### config.mk
export PLATFORM = sky130hd
export DESIGN_NAME = fpsign_unit
export DESIGN_NICKNAME = d
export VERILOG_FILES = /design/src/rtl/fpsign_pkg.sv /design/src/rtl/fpsign_lane.sv /design/src/rtl/fpsign_select.sv /design/src/rtl/fpsign_box.sv /design/src/rtl/fpsign_unit.sv
export SDC_FILE = /design/constraint.sdc
export NUM_CORES = 1
export LEC_CHECK = 0
export BUFFER_PORTS_ARGS = -buffer_cell sky130_fd_sc_hd__buf_2
export CORE_ASPECT_RATIO = 1.25
export CORE_UTILIZATION = 39
export CTS_CLUSTER_DIAMETER = 60
export CTS_CLUSTER_SIZE = 40
export DETAILED_ROUTE_END_ITERATION = 7
export GPL_ROUTABILITY_DRIVEN = 0
export PLACE_DENSITY = 0.75
export SYNTH_ARGS = -nofsm -noshare
export SYNTH_HDL_FRONTEND = slang
export SYNTH_SLANG_ARGS = --single-unit
### constraint.sdc
create_clock -name clk -period 1 [get_ports clk]
set_input_delay 0.05 -clock clk [delete_from_list [all_inputs] [get_ports clk]]
set_output_delay 0.05 -clock clk [all_outputs]
set_load 0.02 [all_outputs]
### src/rtl/fpsign_pkg.sv
// Package: shared operation codes and precision constants for the sign unit.
// Assumes: op codes are 3 bits wide; codes not listed here are illegal.
package fpsign_pkg;

    localparam int          FP_REG_W = 64;
    localparam int          FP_SP_W  = 32;

    localparam int          OP_W     = 3;
    localparam logic [2:0]  OP_ABS   = 3'b000;
    localparam logic [2:0]  OP_NEG   = 3'b001;
    localparam logic [2:0]  OP_CPY   = 3'b010;

    localparam int          LANE_SP  = 0;
    localparam int          LANE_DP  = 1;
    localparam int          N_LANES  = 2;

endpackage

### src/rtl/fpsign_lane.sv
// Module: fpsign_lane
// Computes abs, negate and copy-sign for one sign-bit position over the full
// register width. Assumes 0 < SIGN_POS < REG_W. No boxing is applied here.
module fpsign_lane #(
    parameter int REG_W    = 64,
    parameter int SIGN_POS = 63
) (
    input  logic [REG_W-1:0] opnd_j,
    input  logic [REG_W-1:0] opnd_k,
    output logic [REG_W-1:0] abs_v,
    output logic [REG_W-1:0] neg_v,
    output logic [REG_W-1:0] cpy_v
);

    // Sign-only transforms: clear, flip, or source the sign field from k.
    always_comb begin
        abs_v                 = opnd_j;
        abs_v[SIGN_POS]       = 1'b0;
        neg_v                 = opnd_j;
        neg_v[SIGN_POS]       = ~opnd_j[SIGN_POS];
        cpy_v                 = opnd_k;
        cpy_v[SIGN_POS-1:0]   = opnd_j[SIGN_POS-1:0];
    end

endmodule

### src/rtl/fpsign_select.sv
// Module: fpsign_select
// Picks the lane output named by op and precision, and flags unused codes.
// Assumes lane 0 is single precision and lane 1 is double precision.
module fpsign_select #(
    parameter int REG_W   = 64,
    parameter int N_LANES = 2
) (
    input  logic [2:0]       op,
    input  logic             dbl,
    input  logic [REG_W-1:0] abs_l [N_LANES],
    input  logic [REG_W-1:0] neg_l [N_LANES],
    input  logic [REG_W-1:0] cpy_l [N_LANES],
    output logic [REG_W-1:0] pick,
    output logic             need_box,
    output logic             illegal
);
    import fpsign_pkg::*;

    logic lane;
    assign lane = dbl;

    // Operation decode and lane selection; unused codes give zero.
    always_comb begin
        pick     = '0;
        need_box = 1'b0;
        illegal  = 1'b0;
        case (op)
            OP_ABS: begin
                pick     = abs_l[lane];
                need_box = ~dbl;
            end
            OP_NEG: begin
                pick     = neg_l[lane];
                need_box = ~dbl;
            end
            OP_CPY: pick = cpy_l[lane];
            default: illegal = 1'b1;
        endcase
    end

endmodule

### src/rtl/fpsign_box.sv
// Module: fpsign_box
// Forces the bits above the single-precision word to ones when boxing is
// requested. Assumes SP_W < REG_W.
module fpsign_box #(
    parameter int REG_W = 64,
    parameter int SP_W  = 32
) (
    input  logic [REG_W-1:0] raw,
    input  logic             box_en,
    output logic [REG_W-1:0] boxed
);
    localparam int HI_W = REG_W - SP_W;

    // Apply NaN-boxing to the upper field.
    always_comb begin
        boxed = raw;
        if (box_en) boxed[REG_W-1:SP_W] = {HI_W{1'b1}};
    end

endmodule

### src/rtl/fpsign_unit.sv
// Module: fpsign_unit (top)
// Sign-only floating-point operations with a registered result and a
// one-cycle valid. Assumes synchronous active-low reset. NaNs are treated as
// plain bits and no flags are produced.
module fpsign_unit #(
    parameter int REG_W = fpsign_pkg::FP_REG_W,
    parameter int SP_W  = fpsign_pkg::FP_SP_W
) (
    input  logic             clk,
    input  logic             rst_n,
    input  logic             in_valid_i,
    input  logic [2:0]       op_i,
    input  logic             dbl_i,
    input  logic [REG_W-1:0] opnd_j_i,
    input  logic [REG_W-1:0] opnd_k_i,
    output logic             out_valid_o,
    output logic [REG_W-1:0] result_o,
    output logic             illegal_o
);
    import fpsign_pkg::*;

    logic [REG_W-1:0] abs_l [N_LANES];
    logic [REG_W-1:0] neg_l [N_LANES];
    logic [REG_W-1:0] cpy_l [N_LANES];
    logic [REG_W-1:0] pick;
    logic [REG_W-1:0] next_res;
    logic             need_box;
    logic             illegal_c;

    // One lane per precision, differing only in sign position.
    for (genvar p = 0; p < N_LANES; p++) begin : g_lane
        localparam int SPOS = (p == LANE_SP) ? SP_W - 1 : REG_W - 1;
        fpsign_lane #(.REG_W(REG_W), .SIGN_POS(SPOS)) u_lane (
            .opnd_j (opnd_j_i),
            .opnd_k (opnd_k_i),
            .abs_v  (abs_l[p]),
            .neg_v  (neg_l[p]),
            .cpy_v  (cpy_l[p])
        );
    end

    fpsign_select #(.REG_W(REG_W), .N_LANES(N_LANES)) u_sel (
        .op       (op_i),
        .dbl      (dbl_i),
        .abs_l    (abs_l),
        .neg_l    (neg_l),
        .cpy_l    (cpy_l),
        .pick     (pick),
        .need_box (need_box),
        .illegal  (illegal_c)
    );

    fpsign_box #(.REG_W(REG_W), .SP_W(SP_W)) u_box (
        .raw    (pick),
        .box_en (need_box),
        .boxed  (next_res)
    );

    // Output register: valid follows input, result held while idle.
    always_ff @(posedge clk) begin
        if (!rst_n) begin
            out_valid_o <= 1'b0;
            result_o    <= '0;
            illegal_o   <= 1'b0;
        end else begin
            out_valid_o <= in_valid_i;
            illegal_o   <= in_valid_i & illegal_c;
            if (in_valid_i) result_o <= next_res;
        end
    end

endmodule

**Yosys cells after proc, flatten, opt, wreduce, memory -nomap -nowiden**

Cells that the tools add are included.

- Register bits: 66
- Input bits: 135
- Output and inout port bits: 66
- Word-level logic and storage cells: 27

- Magnitude comparators: 1
- Equality and inequality tests: 2
- Multiplexer cells: 13
- Bitwise gates (word level): 5
- Reductions and logical operators: 3

Operators by type and width:

| cell | number |
|---|---|
| $mux 64 | 8 |
| $pmux 64 s3 | 1 |
| $mux 63 | 1 |
| $mux 32 | 1 |
| $eq 3x1->1 const B | 1 |
| $eq 3x2->1 const B | 1 |
| $logic_not 3->1 | 1 |
| $not 1->1 | 3 |
| $reduce_or 3->1 | 1 |
| $ge 2x2->1 const B | 1 |
| $mux 1 | 2 |
| $not 1->2 | 1 |
| $reduce_or 2->1 | 1 |
| $and 1x1->1 | 1 |

**Depth between registers and ports, before layout**

Gate-level depths: netlist of the first run.

- Depth after elaboration: 6
- Gate-level depth with buffers: 7

**By module**

Synthesis of the first run repeated with hierarchy kept, for this count alone.

- Cell total of the unflattened synthesis: 1,032
- Area, all modules: 9,024.9 um^2

Modules (own cells, without submodules):

| module | times used | cells each | area each (um^2) | seq. area each (um^2) |
|---|---|---|---|---|
| fpsign_select | 1 | 368 | 3,143.0 | 0.0 |
| fpsign_lane | 2 | 193 | 1,441.4 | 0.0 |
| fpsign_unit | 1 | 211 | 2,524.9 | 1,321.3 |
| fpsign_box | 1 | 67 | 474.2 | 0.0 |

**Worst setup path before layout of the first run**

OpenSTA, ideal clock, no wires.

- Path type: input-to-reg
- From: input port dbl_i
- To: register result_o[63]
- Setup time: 0.117 ns
- Data arrival time: 0.870 ns
- Setup slack: 0.013 ns
- Stages: 6
- Buffers on the path: 1
- Cell sequence: buf_4 -> inv_1 -> ha_1 -> mux2_2 -> a22oi_1 -> o21ai_1

- Longest elaborated chain between the ends: 6

RTL lines:

| what | line | text |
|---|---|---|
| start: declaration | fpsign_unit.sv:13 | `input logic dbl_i,` |
| $not 1->2 (not written as such) | fpsign_select.sv:29, fpsign_select.sv:33 |  |
| $mux 64, on equally long branches (3 in series) | fpsign_select.sv:33, fpsign_select.sv:29 |  |
| $pmux 64 s3 | fpsign_select.sv:27 | `case (op)` |
| $mux 32 * | fpsign_box.sv:17 | `if (box_en) boxed[REG_W-1:SP_W] = {HI_W{1'b1}};` |
| end signal: assignment | fpsign_unit.sv:68 | `if (in_valid_i) result_o <= next_res;` |
| end: declaration | fpsign_unit.sv:17 | `output logic [REG_W-1:0] result_o,` |

Every way passes the cells marked *; elsewhere a longest branch is shown, timed or not. The select of a mux whose other input is x is not followed.
A chain may end at the register's enable or synchronous reset.

**Worst setup path after layout of the first run**

- From: register result_o[63]
- To: output port result_o[63]

No word-level cell between the ends.

==> flow_summary.yaml, run 1 <==
setup_path:
  slowest_stage: "dfxtp_1"
  slowest_delay_ns: 0.34
  worst_setup_path_end_kind: "output pin"
  cp.depth: 1
  cp.buffers_inverters: 1
  cp_max_fo: 2
  cp-start-kind: "flop"
  reg2reg_to: "result_o[28]$_SDFFE_PN0P_"
  cp_data_required_time_ns: 0.95
  crit_type: "flop to output pin"
  reg2reg_depth: 3
  cp.arrival_ns: 0.85
  critPathTopFamily: "flip-flops"
  r2r_start: "result_o[28]$_SDFFE_PN0P_"
  rrSetupSlack_ns: 0.19
  crit_chain: "buf_2"
place:
  io_buffers: 169
  hpwl_um: 6610
  dp_cells: 596
  placed_cell_area_sq_um: 4170
  place_ws_ns: -0.147
yosys:
  synth_nets: 483
  syn_area_per_cell_sq_um: 9.24
  yosysTopAreaCellShare_pct: 41.3
  muxShareOfSynthArea_pct: 0.704
  netlist_top_cells_area: "dfxtp_1 41%, nor2b_1 12%, o211a_1 9.4%, o221ai_1 8.2%, a22oi_1 7.3%"
  yosys.area.top_type: "dfxtp_1"
  yosysWarnings: 0
  ys_seq_elements: 66
  synth_xor_area_share_pct: 0
  yosys.area_share.simple_pct: 14.5
  synth_adder_area_share_pct: 0.782
  synth_area_sq_um: 3200
  yosysSeqAreaShare_pct: 41.3
  synth_compound_area_share_pct: 32.0
  synthesis.instances: 346
  synth_top_family_by_area: "compound AO/OA/AOI/OAI gates"
  ys_types: 28
global_route:
  grt_pass1_vias: 3303
  grt.total_usage_pct: 21.9
  grt_pass1_wl_um: 14900
  grt_antenna_before_repair: 1
  grt_max_degree: 36
  grt.overflow.total: 0
die:
  start_util_pct: 40.6
  core-area_sq_um: 7880
  die_area_sq_um: 8570
  row_count: 36
  die_x_um: 83.0
  die_y_um: 103
  io_pins: 201
clock_network:
  cts-root-buf: "clkbuf_8"
  clk_latency_ns: 0.33
  clock_sink_count: 66
  cts_tree: "yes"
  clkSlewWorstSetupHoldPaths_ns: 0.06
  clk_path_buf_depth: 2
  cts_buffers: 9
  cts_max_level: 3
detailed_routing:
  vias_per_cell: 5.22
  dr.pass1.iters: 4
  ant_nets: 0
  drt_iter0_drc: 123
  wl_um: 9360
  avgRoutedWirePerCell_um: 14.7
  drc: 0
  vias: 3329
sta:
  hold_violations: 0
  finalSetupViolations: 0
  fmax_ghz: 1.11
  rsz0062_at_grt: "false"
  slew_headroom_pct: 76.9
  fin_setup_tns_ns: 0
  hold_slack_ns: 0.0349
  min_period_ns: 0.899
  slew_viol_final: 0
  worstMarginPinSlew_ns: 0.347
  skew_ns: 0
  post-route-period-util_pct: 89.9
  worst_slack_ns: 0.101
worst_hold_path:
  hold_depth: 3
  hold_class: "primary input to flop"
  hp-start: "opnd_j_i[6]"
  min_to: "result_o[6]$_SDFFE_PN0P_"
power_and_ir_drop:
  p_total_mw: 5.80
  vdd_ir_drop_max_mv: 0.728
  cellLeakagePower_nw: 2.43
  power_density_nw_per_um2: 1260
finish:
  layoutNonFillerInstCount: 638
  drive_above_1_share_pct: 38.3
  final_nets: 680
  antenna_cells: 0
  utilization_pct: 58.5
  syn_to_final_growth_pct: 44.1
  fin_area_sq_um: 4610
job:
  drv_cap: 0
status:
  status: "completed"
-- cells by family after synthesis --
family | Yosys count
compound gates | 133
simple gates | 74
buf+inv | 69
flops | 66
mux | 2
fa+ha+maj | 2
-- registers in the layout, summed over array words and instances (netlist names) --
name         flops
illegal_o        1
result_o        64
out_valid_o      1
-- worst min-delay path, cell delays in order --
cell and delay, ns:
buf_2 0.09, a21oi_1 0.06, nor2b_1 0.12
-- power breakdown --
part	switching [mW]	internal [mW]	leakage [nW]
combinational	0.667	0.633	1.82
clock	0.856	0.819	0.0725
sequential	0.0639	2.76	0.541
total	1.59	4.21	2.43
-- cell usage in the layout (no fill, tap or decap), types with 9 or more instances in the layout --
master         netlist  layout
buf_4                3      18
a21oi_1             33      33
o211a_1             30      30
inv_1               33      33
buf_2               11     169
clkbuf_8             0       9
o221ai_1            30      30
nor2b_1             62      62
dfxtp_1             66      66
dlygate4sd3_1        0      31
a22oi_1             31      31
-- cell type report --
class	count	area (sq um)
Clock buffer	9	124
Clock inverter	2	10.0
Fill cell	693	3270
Inverter	33	124
Multi-Input combinational cell	211	1540
Sequential cell	66	1320
Tap cell	95	119
Timing Repair Buffer	222	1370
-- layer usage --
layer / wire length, um / vias up / track usage (%)
li1: - / 1628 / -
met1: 3690 / 1534 / 23.3
met2: 4690 / 140 / 39.0
met3: 712 / 25 / 7.22
met4: 259 / 2 / 11.7
met5: 11 / - / 0
-- worst max-delay path by stage --
stage | start | slack, ns | end
after floorplan | dbl_i | 0.01 | result_o[63]$_SDFFE_PN0P_
after global placement | dbl_i | -0.1 | result_o[63]$_SDFFE_PN0P_
after detailed placement | dbl_i | -0.15 | result_o[63]$_SDFFE_PN0P_
after CTS | result_o[41]$_SDFFE_PN0P_ | 0.08 | result_o[41]
after global routing | result_o[42]$_SDFFE_PN0P_ | 0.03 | result_o[42]
final | result_o[63]$_SDFFE_PN0P_ | 0.10 | result_o[63]
-- what timing repair did --
item | in CTS | in global routing
hold buffers | 31 | 0
buffers inserted | 0 | 0
endpoints found under the hold margin | 31 | 0
gates resized for setup | 0 | 0
endpoints found under the setup margin | 0 | 0
-- synthesized netlist by cell type, drive strengths merged --
master,number
o21ai,4
a21boi,3
dfxtp,66
a32oi,1
inv,33
a21oi,33
ha,2
and2b,1
nand3b,2
clkbuf,15
o221ai,30
o2111ai,1
nor2,4
nand2,1
and2,2
o211a,30
buf,21
a22oi,31
mux2,2
nand2b,1
nor2b,63
Power figures use the tool's default switching activity.
==> run 2: changes to the inputs <==
Settings changed: HOLD_SLACK_MARGIN set to 0.1.
==> flow_summary.yaml, run 2 (synthesis gave the netlist of run 1 again) <==
setup_path:
  crit_chain: "buf_2"
  crit_type: "flop to output pin"
  reg2reg_depth: 3
  slowest_delay_ns: 0.34
  rrSetupSlack_ns: 0.19
  critPathTopFamily: "flip-flops"
  worst_setup_path_end_kind: "output pin"
  cp_max_fo: 2
  cp.buffers_inverters: 1
  cp-startpoint: "result_o[63]$_SDFFE_PN0P_"
  cp.depth: 1
  r2r_start: "result_o[28]$_SDFFE_PN0P_"
  reg2reg_to: "result_o[28]$_SDFFE_PN0P_"
  cp_data_required_time_ns: 0.95
  endpoint: "result_o[63]"
  cp-start-kind: "flop"
  slowest_stage: "dfxtp_1"
  cp.arrival_ns: 0.85
die:
  start_util_pct: 40.6
  row_count: 36
  die_x_um: 83.0
  die_area_sq_um: 8570
  die_y_um: 103
  core-area_sq_um: 7880
  io_pins: 201
place:
  place_ws_ns: -0.147
  io_buffers: 169
  dp_cells: 596
  hpwl_um: 6610
global_route:
  grt_pass1_vias: 3316
  grt_max_degree: 36
  grt_pass1_wl_um: 15000
  grt.overflow.total: 0
  grt.total_usage_pct: 22.0
  grt_antenna_before_repair: 1
detailed_routing:
  avgRoutedWirePerCell_um: 14.6
  drt_iter0_drc: 101
  drc: 0
  dr.pass1.iters: 4
  vias: 3332
  ant_nets: 0
  vias_per_cell: 5.21
  wl_um: 9330
power_and_ir_drop:
  power.internal_mw: 4.22
  p_comb_share_pct: 22.5
  p_clk_share_pct: 28.9
  vdd_ir_drop_max_mv: 0.728
  power_frac_seq_pct: 48.6
  switching_share_pct: 27.4
  power_density_nw_per_um2: 1250
  p_sw_mw: 1.59
  cellLeakagePower_nw: 2.44
sta:
  slew_headroom_pct: 77.2
  hold_violations: 0
  fmax_ghz: 1.11
  worstMarginPinSlew_ns: 0.342
  post-route-period-util_pct: 90.2
  min_period_ns: 0.902
  worst_slack_ns: 0.0977
  slew_viol_final: 0
  rsz0062_at_grt: "false"
  skew_ns: 0
  finalSetupViolations: 0
job:
  drv_cap: 0
finish:
  layoutNonFillerInstCount: 640
  regMostFlops: "result_o"
  drive_above_1_share_pct: 38.2
  largestRegisters: "result_o x64, illegal_o x1, out_valid_o x1"
  largest_reg_flops: 64
  final_common_cell: "buf_2"
  final_cell_mix: "169 x buf_2, 66 x dfxtp_1, 62 x nor2b_1"
  antenna_cells: 0
  syn_to_final_growth_pct: 44.8
  final_nets: 682
clock_network:
  clk_path_buf_depth: 2
  cts_buffers: 9
  cts_tree: "yes"
  clock_sink_count: 66
  cts-root-buf: "clkbuf_8"
  cts_max_level: 3
  clk_latency_ns: 0.33
  clkSlewWorstSetupHoldPaths_ns: 0.06
worst_hold_path:
  hold_class: "primary input to flop"
status:
  status: "completed"
-- run 2: cell count changes in the layout (fill, tap and decap cells not counted) --
| cell | before | now |
|---|---|---|
| dlygate4sd3_1 | 31 | 33 |
-- run 2: worst register-to-register path: cells and delay by family, from the launching register on --
kind,cells,cell delay [ns]
and+or+nand+nor,2,0.21
DFF,1,0.30
AOI/OAI and AO/OA,1,0.18
-- run 2: worst min-delay path by stage --
| stage | startpoint | end | slack [ns] | cells past startpoint |
|---|---|---|---|---|
| 6_report | opnd_k_i[63] | result_o[63]$_SDFFE_PN0P_ | 0.12 | 4 |
| 4_1_cts | op_i[2] | result_o[46]$_SDFFE_PN0P_ | 0.10 | 4 |
| 3_3_place_gp | opnd_j_i[13] | result_o[13]$_SDFFE_PN0P_ | 0.30 | 3 |
| 2_1_floorplan | opnd_j_i[0] | result_o[0]$_SDFFE_PN0P_ | 0.21 | 2 |
| 5_1_grt | opnd_j_i[33] | result_o[33]$_SDFFE_PN0P_ | 0.12 | 4 |
| 3_5_place_dp | opnd_j_i[30] | result_o[30]$_SDFFE_PN0P_ | 0.31 | 3 |
-- run 2: area by class of cell --
cell class,instances,area [sq um]
sequential,66,1320
tap,95,119
timing repair buffer,224,1390
multi-input combinational,211,1540
inverter,33,124
fill,692,3250
clock buffer,9,124
clock inverter,2,10.0
-- run 2: per-layer routing --
metal,share of wire [%],wire (um),track usage (%)
met5,0.12,11,0
met4,3.2,296,12.3
met3,7.8,725,7.30
met2,50,4650,38.9
met1,39,3650,23.3
-- run 2: repair_timing --
item | CTS | global route
buffers inserted | 0 | 0
hold buffers | 33 | 0
resized for setup | 0 | 0
hold endpoints to repair | 33 | 0
-- run 2: power groups by stage --
stage	clock network [mW]	registers [mW]	logic (mW)
4_1_cts	1.75	2.82	1.31
3_3_place_gp	0	2.88	1.17
6_report	1.68	2.82	1.31
5_1_grt	1.89	2.84	1.43
3_5_place_dp	0	2.88	1.21
2_1_floorplan	0	3.04	0.551
-- run 2: stage by stage --
step / setup TNS [ns] / cell area, sq um / utilization, % / hold slack [ns] / power [mW]
global placement: -3.99 / 4170 / 52.8 / 0.295 / 4.05
finish: 0 / 4630 / 58.7 / 0.120 / 5.81
floorplan: 0 / 3200 / - / 0.211 / 3.59
detailed placement: -5.78 / 4170 / 52.8 / 0.308 / 4.09
global route: 0 / 4630 / 58.7 / 0.119 / 6.16
CTS: 0 / 4630 / 58.7 / 0.101 / 5.88
